===== config.mk =====
export PLATFORM = sky130hd
export DESIGN_NAME = ahb_mem_slave_port
export DESIGN_NICKNAME = d
export VERILOG_FILES = /design/src/rtl/slvport_pkg.sv /design/src/rtl/slvport_addr_phase.sv /design/src/rtl/slvport_store.sv /design/src/rtl/ahb_mem_slave_port.sv
export SDC_FILE = /design/constraint.sdc
export NUM_CORES = 1
export LEC_CHECK = 0
export ABC_CLOCK_PERIOD_IN_PS = 2000
export BUFFER_PORTS_ARGS = -buffer_cell sky130_fd_sc_hd__buf_2
export CORE_MARGIN = 4
export CORE_UTILIZATION = 25
export CTS_CLUSTER_DIAMETER = 40
export DETAILED_ROUTE_END_ITERATION = 10
export GPL_TIMING_DRIVEN = 0
export REMOVE_ABC_BUFFERS = 1
export SETUP_SLACK_MARGIN = 0.4
export SYNTH_ARGS = -nofsm -noshare
export SYNTH_HDL_FRONTEND = slang
export SYNTH_SLANG_ARGS = --single-unit

===== constraint.sdc =====
create_clock -name clk -period 2 [get_ports clk]
set_input_delay 0.4 -clock clk [delete_from_list [all_inputs] [get_ports clk]]
set_output_delay 0.4 -clock clk [all_outputs]
set_load 0.03 [all_outputs]

===== src/rtl/slvport_pkg.sv =====
package slvport_pkg;
  typedef enum logic [1:0] {
    RESP_OKAY  = 2'd0,
    RESP_ERROR = 2'd1
  } resp_e;
endpackage


===== src/rtl/slvport_addr_phase.sv =====
// Address-phase qualifier: accepts a transfer, checks its legality and
// registers direction, word index and error for the data phase.
module slvport_addr_phase #(
  parameter int ADDR_W = 12,
  parameter int BYTES  = 4,
  parameter int DEPTH  = 16
) (
  input  logic                     clk,
  input  logic                     rst_n,
  input  logic                     sel_i,
  input  logic                     rdy_in_i,
  input  logic [1:0]               xfer_i,
  input  logic                     wr_i,
  input  logic [ADDR_W-1:0]        addr_i,
  input  logic [2:0]               size_i,
  output logic                     wr_en_o,
  output logic                     rd_en_o,
  output logic                     err_o,
  output logic [$clog2(DEPTH)-1:0] idx_o
);
  localparam int OFS   = $clog2(BYTES);
  localparam int IDX_W = $clog2(DEPTH);
  localparam int WRD_W = ADDR_W - OFS;

  logic             accept;
  logic [WRD_W-1:0] word;
  logic [OFS-1:0]   mask;
  logic             bad;
  logic             unused_seq;

  assign unused_seq = xfer_i[0];
  assign accept     = sel_i & rdy_in_i & xfer_i[1];
  assign word       = addr_i[ADDR_W-1:OFS];

  // Low-address bits that must be zero for an access of the given size.
  always_comb begin
    for (int k = 0; k < OFS; k++) begin
      mask[k] = (size_i > 3'(k));
    end
  end

  assign bad = (word >= WRD_W'(DEPTH))
             | (size_i > 3'(OFS))
             | (|(addr_i[OFS-1:0] & mask));

  always_ff @(posedge clk or negedge rst_n) begin
    if (!rst_n) begin
      wr_en_o <= 1'b0;
      rd_en_o <= 1'b0;
      err_o   <= 1'b0;
      idx_o   <= '0;
    end else begin
      wr_en_o <= accept & wr_i;
      rd_en_o <= accept & ~wr_i;
      err_o   <= accept & bad;
      if (accept) begin
        idx_o <= word[IDX_W-1:0];
      end
    end
  end
endmodule


===== src/rtl/slvport_store.sv =====
// Local register array with byte-lane write strobes.
module slvport_store #(
  parameter int DATA_W = 32,
  parameter int DEPTH  = 16
) (
  input  logic                     clk,
  input  logic                     rst_n,
  input  logic                     we_i,
  input  logic                     re_i,
  input  logic [$clog2(DEPTH)-1:0] idx_i,
  input  logic [DATA_W-1:0]        wdata_i,
  input  logic [DATA_W/8-1:0]      bstrb_i,
  output logic [DATA_W-1:0]        rdata_o,
  output logic                     rdy_o
);
  localparam int BYTES = DATA_W / 8;

  logic [DATA_W-1:0] rd_word [DEPTH];

  for (genvar w = 0; w < DEPTH; w++) begin : g_word
    logic [DATA_W-1:0] word_q;
    logic              hit;
    assign hit = we_i && (idx_i == w[$clog2(DEPTH)-1:0]);

    always_ff @(posedge clk or negedge rst_n) begin
      if (!rst_n) begin
        word_q <= '0;
      end else if (hit) begin
        for (int b = 0; b < BYTES; b++) begin
          if (bstrb_i[b]) begin
            word_q[b*8 +: 8] <= wdata_i[b*8 +: 8];
          end
        end
      end
    end
    assign rd_word[w] = word_q;
  end

  assign rdata_o = re_i ? rd_word[idx_i] : '0;
  assign rdy_o   = 1'b1;
endmodule


===== src/rtl/ahb_mem_slave_port.sv =====
module ahb_mem_slave_port #(
  parameter int ADDR_W = 12,
  parameter int DATA_W = 32,
  parameter int DEPTH  = 16
) (
  input  logic                clk,
  input  logic                rst_n,
  input  logic                sel_i,
  input  logic                rdy_in_i,
  input  logic [1:0]          xfer_i,
  input  logic                wr_i,
  input  logic [ADDR_W-1:0]   addr_i,
  input  logic [2:0]          size_i,
  input  logic [2:0]          burst_i,
  input  logic [DATA_W-1:0]   wdata_i,
  input  logic [DATA_W/8-1:0] bstrb_i,
  output logic [DATA_W-1:0]   rdata_o,
  output logic                rdy_out_o,
  output logic [1:0]          resp_o
);
  import slvport_pkg::*;

  localparam int BYTES = DATA_W / 8;
  localparam int IDX_W = $clog2(DEPTH);

  logic             wr_en;
  logic             rd_en;
  logic             err_q;
  logic [IDX_W-1:0] idx_q;
  logic             unused_burst;
  resp_e            resp;

  assign unused_burst = ^burst_i;

  slvport_addr_phase #(
    .ADDR_W(ADDR_W), .BYTES(BYTES), .DEPTH(DEPTH)
  ) u_aph (
    .clk      (clk),
    .rst_n    (rst_n),
    .sel_i    (sel_i),
    .rdy_in_i (rdy_in_i),
    .xfer_i   (xfer_i),
    .wr_i     (wr_i),
    .addr_i   (addr_i),
    .size_i   (size_i),
    .wr_en_o  (wr_en),
    .rd_en_o  (rd_en),
    .err_o    (err_q),
    .idx_o    (idx_q)
  );

  slvport_store #(
    .DATA_W(DATA_W), .DEPTH(DEPTH)
  ) u_mem (
    .clk     (clk),
    .rst_n   (rst_n),
    .we_i    (wr_en & ~err_q),
    .re_i    (rd_en & ~err_q),
    .idx_i   (idx_q),
    .wdata_i (wdata_i),
    .bstrb_i (bstrb_i),
    .rdata_o (rdata_o),
    .rdy_o   (rdy_out_o)
  );

  assign resp   = err_q ? RESP_ERROR : RESP_OKAY;
  assign resp_o = resp;
endmodule


==> metrics.txt, run 1 <==
# TYPE chip_impl_metric gauge
chip_impl_info{name="status",value="complete, but fails checks"} 1
chip_impl_info{name="failed_checks",value="hold timing, setup timing"} 1
chip_impl_metric{name="drt-pass1-iter-count",unit=""} 4
chip_impl_metric{name="maximum_buffer_depth_of_the_clock_tree",unit=""} 3
chip_impl_info{name="layout.cells.most_common",value="sky130_fd_sc_hd__dfrtp_1"} 1
chip_impl_metric{name="place.detailed.hpwl",unit="µm"} 39200
chip_impl_info{name="crit_path_cell_trace",value="buf_12 -> buf_12 -> buf_16 -> mux4_2 -> a22oi_2 -> o31ai_4 -> buf_6"} 1
chip_impl_info{name="netlist.top_cell.by_area",value="sky130_fd_sc_hd__dfrtp_1"} 1
chip_impl_metric{name="regArea",unit="µm²"} 13000
chip_impl_info{name="critical_path.endpoint_type",value="output pin"} 1
chip_impl_metric{name="async_flop_share",unit="%"} 100
chip_impl_metric{name="clockPowerShare",unit="%"} 47.3
chip_impl_metric{name="initial_utilization",unit="%"} 25.4
chip_impl_metric{name="detail_route.iter0.violations",unit=""} 704
chip_impl_metric{name="fill_cells",unit=""} 9014
chip_impl_metric{name="floorplan.rows",unit=""} 113
chip_impl_metric{name="grt_antenna_before_repair",unit=""} 15
chip_impl_metric{name="fraction_of_final_layout_cells_sized_beyond_drive_strength_1",unit="%"} 65.0
chip_impl_metric{name="holdBufCountCts",unit=""} 2
chip_impl_metric{name="synth_warnings",unit=""} 0
chip_impl_metric{name="yosysTopAreaCellShare",unit="%"} 53.6
chip_impl_metric{name="first_global_vias",unit=""} 16500
chip_impl_metric{name="area_of_the_multi_input_gates",unit="µm²"} 12100
chip_impl_metric{name="crit_share_post_route",unit="%"} 152
chip_impl_metric{name="crit_fanout",unit=""} 5
chip_impl_metric{name="fp.dieH",unit="µm"} 319
chip_impl_info{name="tritoncts",value="yes"} 1
chip_impl_metric{name="timing.critical_path.required",unit="ns"} 1.60
chip_impl_metric{name="numPlacedInstances",unit=""} 2816
chip_impl_metric{name="routed_via_density",unit=""} 4.81
chip_impl_metric{name="routed-via-count",unit=""} 14800
chip_impl_metric{name="finalCriticalPeriod",unit="ns"} 3.04
chip_impl_info{name="netlist_top_cells_area",value="sky130_fd_sc_hd__dfrtp_1 (54%), sky130_fd_sc_hd__mux2_2 (25%), sky130_fd_sc_hd__mux4_2 (5.9%), sky130_fd_sc_hd__mux2_4 (3.0%), sky130_fd_sc_hd__mux2i_1 (2.6%)"} 1
chip_impl_info{name="worst-setup-path-type",value="reg2out"} 1
chip_impl_metric{name="synthDistinctLibCells",unit=""} 36
chip_impl_metric{name="slew_headroom",unit="%"} 47.4
chip_impl_metric{name="clkLatencyLatePin",unit="ns"} 0.62
chip_impl_metric{name="pins_over_their_slew_limit",unit=""} 0
chip_impl_metric{name="htree_num_levels",unit=""} 3
chip_impl_info{name="critPathLaunchType",value="register"} 1
chip_impl_metric{name="internal_power",unit="mW"} 24.7
chip_impl_metric{name="achievable_freq",unit="MHz"} 329
chip_impl_metric{name="sinks_on_the_clock_net",unit=""} 519
chip_impl_metric{name="drv.max_cap_violation_count",unit=""} 0
chip_impl_metric{name="finalSetupViolations",unit=""} 442
chip_impl_metric{name="core_area",unit="µm²"} 95600
chip_impl_metric{name="layout.nets",unit=""} 1803
chip_impl_info{name="reg2reg_from",value="u_aph.idx_o[0]$_DFFE_PN0P_"} 1
chip_impl_metric{name="share_of_the_yosys_chip_area_belonging_to_registers",unit="%"} 53.6
chip_impl_metric{name="worst_skew",unit="ns"} 0.0255
chip_impl_metric{name="pin_count_of_the_biggest_net_entering_global_routing",unit=""} 131
chip_impl_metric{name="ios",unit=""} 96
chip_impl_metric{name="worst_hold_slack",unit="ns"} -0.307
chip_impl_metric{name="p_leak",unit="nW"} 15.1
chip_impl_metric{name="cts_made_buffers",unit=""} 87
chip_impl_metric{name="power.net_switching",unit="mW"} 8.70
chip_impl_metric{name="synth-edff-count",unit=""} 0
chip_impl_metric{name="wirelength",unit="µm"} 68400
chip_impl_metric{name="die_width",unit="µm"} 319
chip_impl_metric{name="synth.ff_latch_count",unit=""} 519
chip_impl_info{name="cts.root.buffer_cell",value="sky130_fd_sc_hd__clkbuf_16"} 1
chip_impl_metric{name="grt_usage",unit="%"} 13.2
chip_impl_metric{name="logic_pwr_share",unit="%"} 17.2
chip_impl_metric{name="design.die.area",unit="µm²"} 102000
chip_impl_metric{name="ant_nets",unit=""} 0
chip_impl_metric{name="grt.overflow.total",unit=""} 0
chip_impl_metric{name="final_hold_viol_count",unit=""} 57
chip_impl_metric{name="syn_to_final_growth",unit="%"} 33.3
chip_impl_metric{name="irDropWorstVdd",unit="V"} 0.000605
chip_impl_info{name="critical_path.reg2reg.endpoint",value="u_mem.g_word[9].word_q[18]$_DFFE_PN0P_"} 1
chip_impl_metric{name="tightestPinTransition",unit="ns"} 0.788
chip_impl_metric{name="clk_transition_reported_paths",unit="ns"} 0.05
chip_impl_metric{name="layout_setup_ws",unit="ns"} -1.04
chip_impl_metric{name="wire_length_of_the_first_global_routing_pass",unit="µm"} 104000
chip_impl_metric{name="final_cells",unit=""} 3080
chip_impl_metric{name="pwr-share-seq",unit="%"} 35.6
chip_impl_metric{name="reg2reg_slack",unit="ns"} -0.19
chip_impl_metric{name="proportion_of_total_power_due_to_net_switching",unit="%"} 26.1
chip_impl_info{name="worst_hold_check_path_type",value="in2async"} 1
chip_impl_info{name="setup_repair_after_global_routing_missed_its_margin",value="true"} 1
chip_impl_metric{name="synthesis.instances",unit=""} 1559
chip_impl_metric{name="max_stage_delay",unit="ns"} 0.56
chip_impl_metric{name="power_density",unit="nW/µm²"} 1030
chip_impl_metric{name="timing.critical_path.arrival",unit="ns"} 2.64
chip_impl_metric{name="numPortBuffers",unit=""} 89
chip_impl_metric{name="place_ws",unit="ns"} -1.81
chip_impl_metric{name="synthesis.area",unit="µm²"} 24200
chip_impl_info{name="most_used_dff_post_synth",value="sky130_fd_sc_hd__dfrtp_1"} 1
chip_impl_metric{name="timing.reg2reg.worst_path_depth",unit=""} 9
chip_impl_info{name="crit_slowest_cell",value="sky130_fd_sc_hd__mux4_2"} 1
chip_impl_metric{name="post_drt_wl_per_cell",unit="µm"} 22.2
chip_impl_info{name="most-common-layout-cells",value="sky130_fd_sc_hd__dfrtp_1 (514), sky130_fd_sc_hd__mux2_2 (493), sky130_fd_sc_hd__clkbuf_16 (89)"} 1
chip_impl_info{name="timing.critical_path.mode_cell",value="sky130_fd_sc_hd__buf_12"} 1
chip_impl_metric{name="syn_avg_cell_area",unit="µm²"} 15.5
chip_impl_metric{name="replace_congestion",unit=""} 0.723
chip_impl_metric{name="route.detailed.drc",unit=""} 0
cells in the mapped netlist, types with 3 or more instances:
cell type	number
sky130_fd_sc_hd__mux2_2	532
sky130_fd_sc_hd__dfrtp_1	519
sky130_fd_sc_hd__mux2i_1	64
sky130_fd_sc_hd__mux4_2	64
sky130_fd_sc_hd__clkbuf_1	57
sky130_fd_sc_hd__nand3_2	49
sky130_fd_sc_hd__mux2_4	48
sky130_fd_sc_hd__o31ai_1	33
sky130_fd_sc_hd__a22o_1	32
sky130_fd_sc_hd__a22oi_1	32
sky130_fd_sc_hd__o22ai_1	32
sky130_fd_sc_hd__buf_2	24
sky130_fd_sc_hd__buf_4	16
sky130_fd_sc_hd__buf_6	10
sky130_fd_sc_hd__nand3_4	10
sky130_fd_sc_hd__nand3_1	6
sky130_fd_sc_hd__buf_1	5
sky130_fd_sc_hd__and4bb_2	3
sky130_fd_sc_hd__nor2_1	3
critical path, delay by kind of cell (launching register included):
| kind | cells | cell delay, ns |
|---|---|---|
| AOI/OAI and AO/OA | 2 | 0.43 |
| buffers and inverters | 4 | 0.61 |
| muxes | 1 | 0.56 |
| DFF | 1 | 0.42 |
registers in the layout (all words and copies together) (netlist names):
name and flops:
u_aph.wr_en_o 1, u_aph.rd_en_o 1, u_aph.err_o 1, u_aph.idx_o 4
u_mem.g_word.word_q 512
how the worst max path moves through the flow:
stage                                     startpoint                                 endpoint  slack, ns
after floorplan           u_aph.idx_o[1]$_DFFE_PN0P_  u_mem.g_word[13].word_q[16]$_DFFE_PN0P_      -5.87
after global placement    u_aph.idx_o[1]$_DFFE_PN0P_  u_mem.g_word[13].word_q[29]$_DFFE_PN0P_     -12.30
after detailed placement  u_aph.idx_o[0]$_DFFE_PN0P_  u_mem.g_word[12].word_q[30]$_DFFE_PN0P_      -1.81
after CTS                 u_aph.idx_o[0]$_DFFE_PN0P_                              rdata_o[23]      -1.04
after global routing      u_aph.idx_o[0]$_DFFE_PN0P_                               rdata_o[9]      -1.10
final                     u_aph.idx_o[0]$_DFFE_PN0P_                               rdata_o[9]      -1.04
per-layer routing:
layer	vias to the layer above	global-route usage, %	part of all wire [%]	wire length (µm)
met1	7990	16.2	41	28300
met3	155	3.09	4.6	3170
met2	302	22.5	50	34400
met4	20	5.26	3.4	2320
met5	-	0	0.18	124
li1	6341	-	-	-
stage by stage:
stage	utilization, %	cell area (µm²)	total power [mW]	setup TNS, ns
after floorplan	-	23600	14.6	-2751.46
after global placement	26.8	25600	15.5	-
after detailed placement	27.3	26100	15.9	-739.81
after CTS	33.3	31800	33.3	-53.26
after global routing	33.8	32300	34.6	-89.80
final	33.8	32300	33.4	-66.24
power groups by stage:
stage	sequential [mW]	combinational, mW	clock [mW]
after floorplan	12.1	2.43	0
final	11.9	5.74	15.8
after detailed placement	12.1	3.79	0
after global routing	12.0	6.07	16.6
after global placement	12.2	3.21	0
after CTS	11.8	5.45	16.1
logic make-up after synthesis:
group | share of synthesized area, %
mux | 36.3
compound gates | 4.05
flops | 53.6
buf+inv | 2.58
simple gates | 3.47
other cells | 0.0310
cell type report:
| cell class | instances | area share, % |
|---|---|---|
| Sequential cell | 519 | 40.2 |
| Clock buffer | 107 | 7.44 |
| Tap cell | 1265 | 4.90 |
| Antenna cell | 4 | 0.0310 |
| Timing Repair Buffer | 206 | 7.81 |
| Inverter | 1 | 0.0116 |
| Multi-Input combinational cell | 927 | 37.4 |
| Clock inverter | 51 | 2.20 |
repair_timing:
| action | CTS | global route |
|---|---|---|
| endpoints found under the setup margin | 651 | 651 |
| buffers inserted | 74 | 13 |
| pin swaps | 30 | 27 |
| gates resized for setup | 296 | 60 |
| gates cloned | 13 | 0 |
| hold endpoints to repair | 60 | 57 |
Power figures use the tool's default switching activity.
==> inputs of run 2 (changes only) <==
--- a/config.mk
+++ b/config.mk
@@ -7,11 +7,15 @@
 export LEC_CHECK = 0
 export ABC_CLOCK_PERIOD_IN_PS = 2000
 export BUFFER_PORTS_ARGS = -buffer_cell sky130_fd_sc_hd__buf_2
+export CELL_PAD_IN_SITES_DETAIL_PLACEMENT = 0
+export CELL_PAD_IN_SITES_GLOBAL_PLACEMENT = 1
+export CORE_ASPECT_RATIO = 1.25
 export CORE_MARGIN = 4
 export CORE_UTILIZATION = 25
 export CTS_CLUSTER_DIAMETER = 40
 export DETAILED_ROUTE_END_ITERATION = 10
 export GPL_TIMING_DRIVEN = 0
+export PLACE_DENSITY_LB_ADDON = 0.1
 export REMOVE_ABC_BUFFERS = 1
 export SETUP_SLACK_MARGIN = 0.4
 export SYNTH_ARGS = -nofsm -noshare
==> metrics.txt, run 2 (same netlist as run 1, synthesis figures left out) <==
# TYPE chip_impl_metric gauge
chip_impl_info{name="status",value="complete, but fails checks"} 1
chip_impl_info{name="failed_checks",value="hold timing, setup timing"} 1
chip_impl_metric{name="core_area",unit="µm²"} 96100
chip_impl_metric{name="clk_transition_reported_paths",unit="ns"} 0.05
chip_impl_metric{name="p_leak",unit="nW"} 14.7
chip_impl_metric{name="tightestPinTransition",unit="ns"} 0.795
chip_impl_metric{name="irDropWorstVdd",unit="V"} 0.000636
chip_impl_metric{name="fp.dieH",unit="µm"} 356
chip_impl_metric{name="layout.nets",unit=""} 1786
chip_impl_metric{name="crit_fanout",unit=""} 7
chip_impl_metric{name="grt_usage",unit="%"} 14.4
chip_impl_metric{name="finalSetupViolations",unit=""} 406
chip_impl_metric{name="finalInstanceArea",unit="µm²"} 31700
chip_impl_metric{name="area_of_the_multi_input_gates",unit="µm²"} 11700
chip_impl_info{name="layout.cells.most_common",value="sky130_fd_sc_hd__mux2_2"} 1
chip_impl_metric{name="finalCriticalPeriod",unit="ns"} 3.04
chip_impl_info{name="most-common-layout-cells",value="sky130_fd_sc_hd__mux2_2 (528), sky130_fd_sc_hd__dfrtp_1 (514), sky130_fd_sc_hd__clkbuf_16 (98)"} 1
chip_impl_metric{name="worst_hold_slack",unit="ns"} -0.198
chip_impl_info{name="most_flops_register",value="u_mem.g_word.word_q"} 1
chip_impl_metric{name="post_drt_wl_per_cell",unit="µm"} 23.7
chip_impl_metric{name="max_ffs_per_register",unit=""} 512
chip_impl_info{name="critical_path.endpoint_type",value="output pin"} 1
chip_impl_metric{name="timing.critical_path.required",unit="ns"} 1.60
chip_impl_metric{name="slew_headroom",unit="%"} 47.0
chip_impl_metric{name="first_global_vias",unit=""} 15900
chip_impl_metric{name="route.detailed.drc",unit=""} 0
chip_impl_metric{name="routed-via-count",unit=""} 14200
chip_impl_metric{name="ant_nets",unit=""} 0
chip_impl_metric{name="layout_setup_ws",unit="ns"} -1.04
chip_impl_metric{name="numPortBuffers",unit=""} 89
chip_impl_metric{name="grt.overflow.total",unit=""} 0
chip_impl_metric{name="power_density",unit="nW/µm²"} 1050
chip_impl_info{name="tritoncts",value="yes"} 1
chip_impl_metric{name="fraction_of_final_layout_cells_sized_beyond_drive_strength_1",unit="%"} 63.0
chip_impl_metric{name="routed_via_density",unit=""} 4.60
chip_impl_metric{name="sinks_on_the_clock_net",unit=""} 519
chip_impl_metric{name="place.detailed.hpwl",unit="µm"} 41800
chip_impl_metric{name="wire_length_of_the_first_global_routing_pass",unit="µm"} 109000
chip_impl_metric{name="replace_congestion",unit=""} 0.673
chip_impl_info{name="largest_registers",value="u_mem.g_word.word_q: 512 flops, u_aph.idx_o: 4 flops"} 1
chip_impl_metric{name="initial_utilization",unit="%"} 25.2
chip_impl_metric{name="drt-pass1-iter-count",unit=""} 4
chip_impl_metric{name="cts_made_buffers",unit=""} 91
chip_impl_metric{name="dpl_cell_area",unit="µm²"} 26100
chip_impl_metric{name="detail_route.iter0.violations",unit=""} 550
chip_impl_metric{name="wirelength",unit="µm"} 73000
chip_impl_metric{name="holdBufCountCts",unit=""} 5
chip_impl_metric{name="achievable_freq",unit="MHz"} 329
chip_impl_metric{name="design.die.area",unit="µm²"} 102000
chip_impl_metric{name="timing.setup.tns",unit="ns"} -63.04
chip_impl_metric{name="ios",unit=""} 96
chip_impl_metric{name="regArea",unit="µm²"} 13000
chip_impl_metric{name="syn_to_final_growth",unit="%"} 30.8
chip_impl_info{name="worst-setup-path-type",value="reg2out"} 1
chip_impl_metric{name="final_hold_viol_count",unit=""} 88
chip_impl_metric{name="pin_count_of_the_biggest_net_entering_global_routing",unit=""} 114
chip_impl_info{name="worst_hold_check_path_type",value="in2async"} 1
chip_impl_metric{name="worst_skew",unit="ns"} 0.0194
chip_impl_metric{name="drv.max_cap_violation_count",unit=""} 0
chip_impl_metric{name="timing.critical_path.arrival",unit="ns"} 2.64
chip_impl_metric{name="floorplan.rows",unit=""} 127
chip_impl_metric{name="clkLatencyLatePin",unit="ns"} 0.63
chip_impl_info{name="critPathLaunchType",value="register"} 1
chip_impl_metric{name="report.power.total",unit="mW"} 33.3
chip_impl_metric{name="maximum_buffer_depth_of_the_clock_tree",unit=""} 3
chip_impl_metric{name="grt_antenna_before_repair",unit=""} 2
chip_impl_metric{name="die_width",unit="µm"} 286
chip_impl_info{name="cts.root.buffer_cell",value="sky130_fd_sc_hd__clkbuf_16"} 1
chip_impl_metric{name="pins_over_their_slew_limit",unit=""} 0
chip_impl_info{name="setup_repair_after_global_routing_missed_its_margin",value="true"} 1
chip_impl_metric{name="crit_share_post_route",unit="%"} 152
chip_impl_metric{name="place_ws",unit="ns"} -1.93
chip_impl_metric{name="fill_cells",unit=""} 9353
chip_impl_metric{name="htree_num_levels",unit=""} 3
[run 2: cell count changes in the layout (fill, tap and decap cells not counted), moves of 8 or more]
cell / before / now
sky130_fd_sc_hd__buf_6: 48 / 25
sky130_fd_sc_hd__clkbuf_1: 7 / 15
sky130_fd_sc_hd__clkbuf_16: 89 / 98
sky130_fd_sc_hd__inv_6: 10 / 2
sky130_fd_sc_hd__mux2_2: 493 / 528
sky130_fd_sc_hd__mux2_4: 87 / 52
sky130_fd_sc_hd__o22ai_1: 9 / 23
sky130_fd_sc_hd__o22ai_2: 17 / 9
[run 2: worst paths after layout]
check                                                 startpoint                                      end  slack [ns]  depth (start not counted)
setup / recovery                      u_aph.idx_o[0]$_DFFE_PN0P_                               rdata_o[3]       -1.04                          7
min in group clk                                       addr_i[6]                    u_aph.err_o$_DFF_PN0_        0.10                          3
hold / removal                                             rst_n    u_mem.g_word[0].word_q[7]$_DFFE_PN0P_       -0.20                          1
setup reg to reg                      u_aph.idx_o[0]$_DFFE_PN0P_  u_mem.g_word[13].word_q[15]$_DFFE_PN0P_       -0.18                          6
max in group asynchronous                                  rst_n  u_mem.g_word[13].word_q[28]$_DFFE_PN0P_        0.55                          3
hold reg to reg            u_mem.g_word[7].word_q[3]$_DFFE_PN0P_    u_mem.g_word[7].word_q[3]$_DFFE_PN0P_        0.50                          1
[run 2: timing repair]
item,in CTS,in global routing
gates cloned,16,3
pin swaps,43,20
endpoints found under the setup margin,545,647
buffers inserted,49,7
resized for setup,208,33
endpoints found under the hold margin,94,88
[run 2: metrics by stage]
step	utilization, %	cells
2_1_floorplan	-	1445
3_3_place_gp	26.7	2824
3_5_place_dp	27.2	2842
4_1_cts	32.6	3075
5_1_grt	33.0	3085
6_report	33.0	3086
[run 2: routing by layer]
layer  track usage (%)  share of wire [%]
met4              4.50                2.2
met2              25.2                 51
met1              18.3                 43
met3              2.09                3.7
met5                 0              0.038
[run 2: power by group]
part | total, mW | leakage, nW | internal, mW | switching [mW]
sequential | 11.8 | 7.15 | 11.4 | 0.469
clock | 15.9 | 1.50 | 10.5 | 5.43
combinational | 5.50 | 6.09 | 2.75 | 2.75
total | 33.3 | 14.7 | 24.6 | 8.65
[run 2: area by class of cell]
type                    count  area share (%)
diodes                      1         0.00789
clock buffers             115            7.89
clock inverters            48            2.02
inverters                   1          0.0118
multi-input cells         927            36.8
flip-flops and latches    519            41.0
well taps                1290            5.09
repair buffers            185            7.22
[run 2: critical path: stages (launching register included)]
cell and delay, ns:
sky130_fd_sc_hd__dfrtp_4 0.51, sky130_fd_sc_hd__buf_12 0.15, sky130_fd_sc_hd__buf_16 0.14, sky130_fd_sc_hd__and2b_4 0.25, sky130_fd_sc_hd__buf_12 0.18, sky130_fd_sc_hd__a22o_1 0.24
sky130_fd_sc_hd__o31ai_4 0.32, sky130_fd_sc_hd__buf_6 0.19
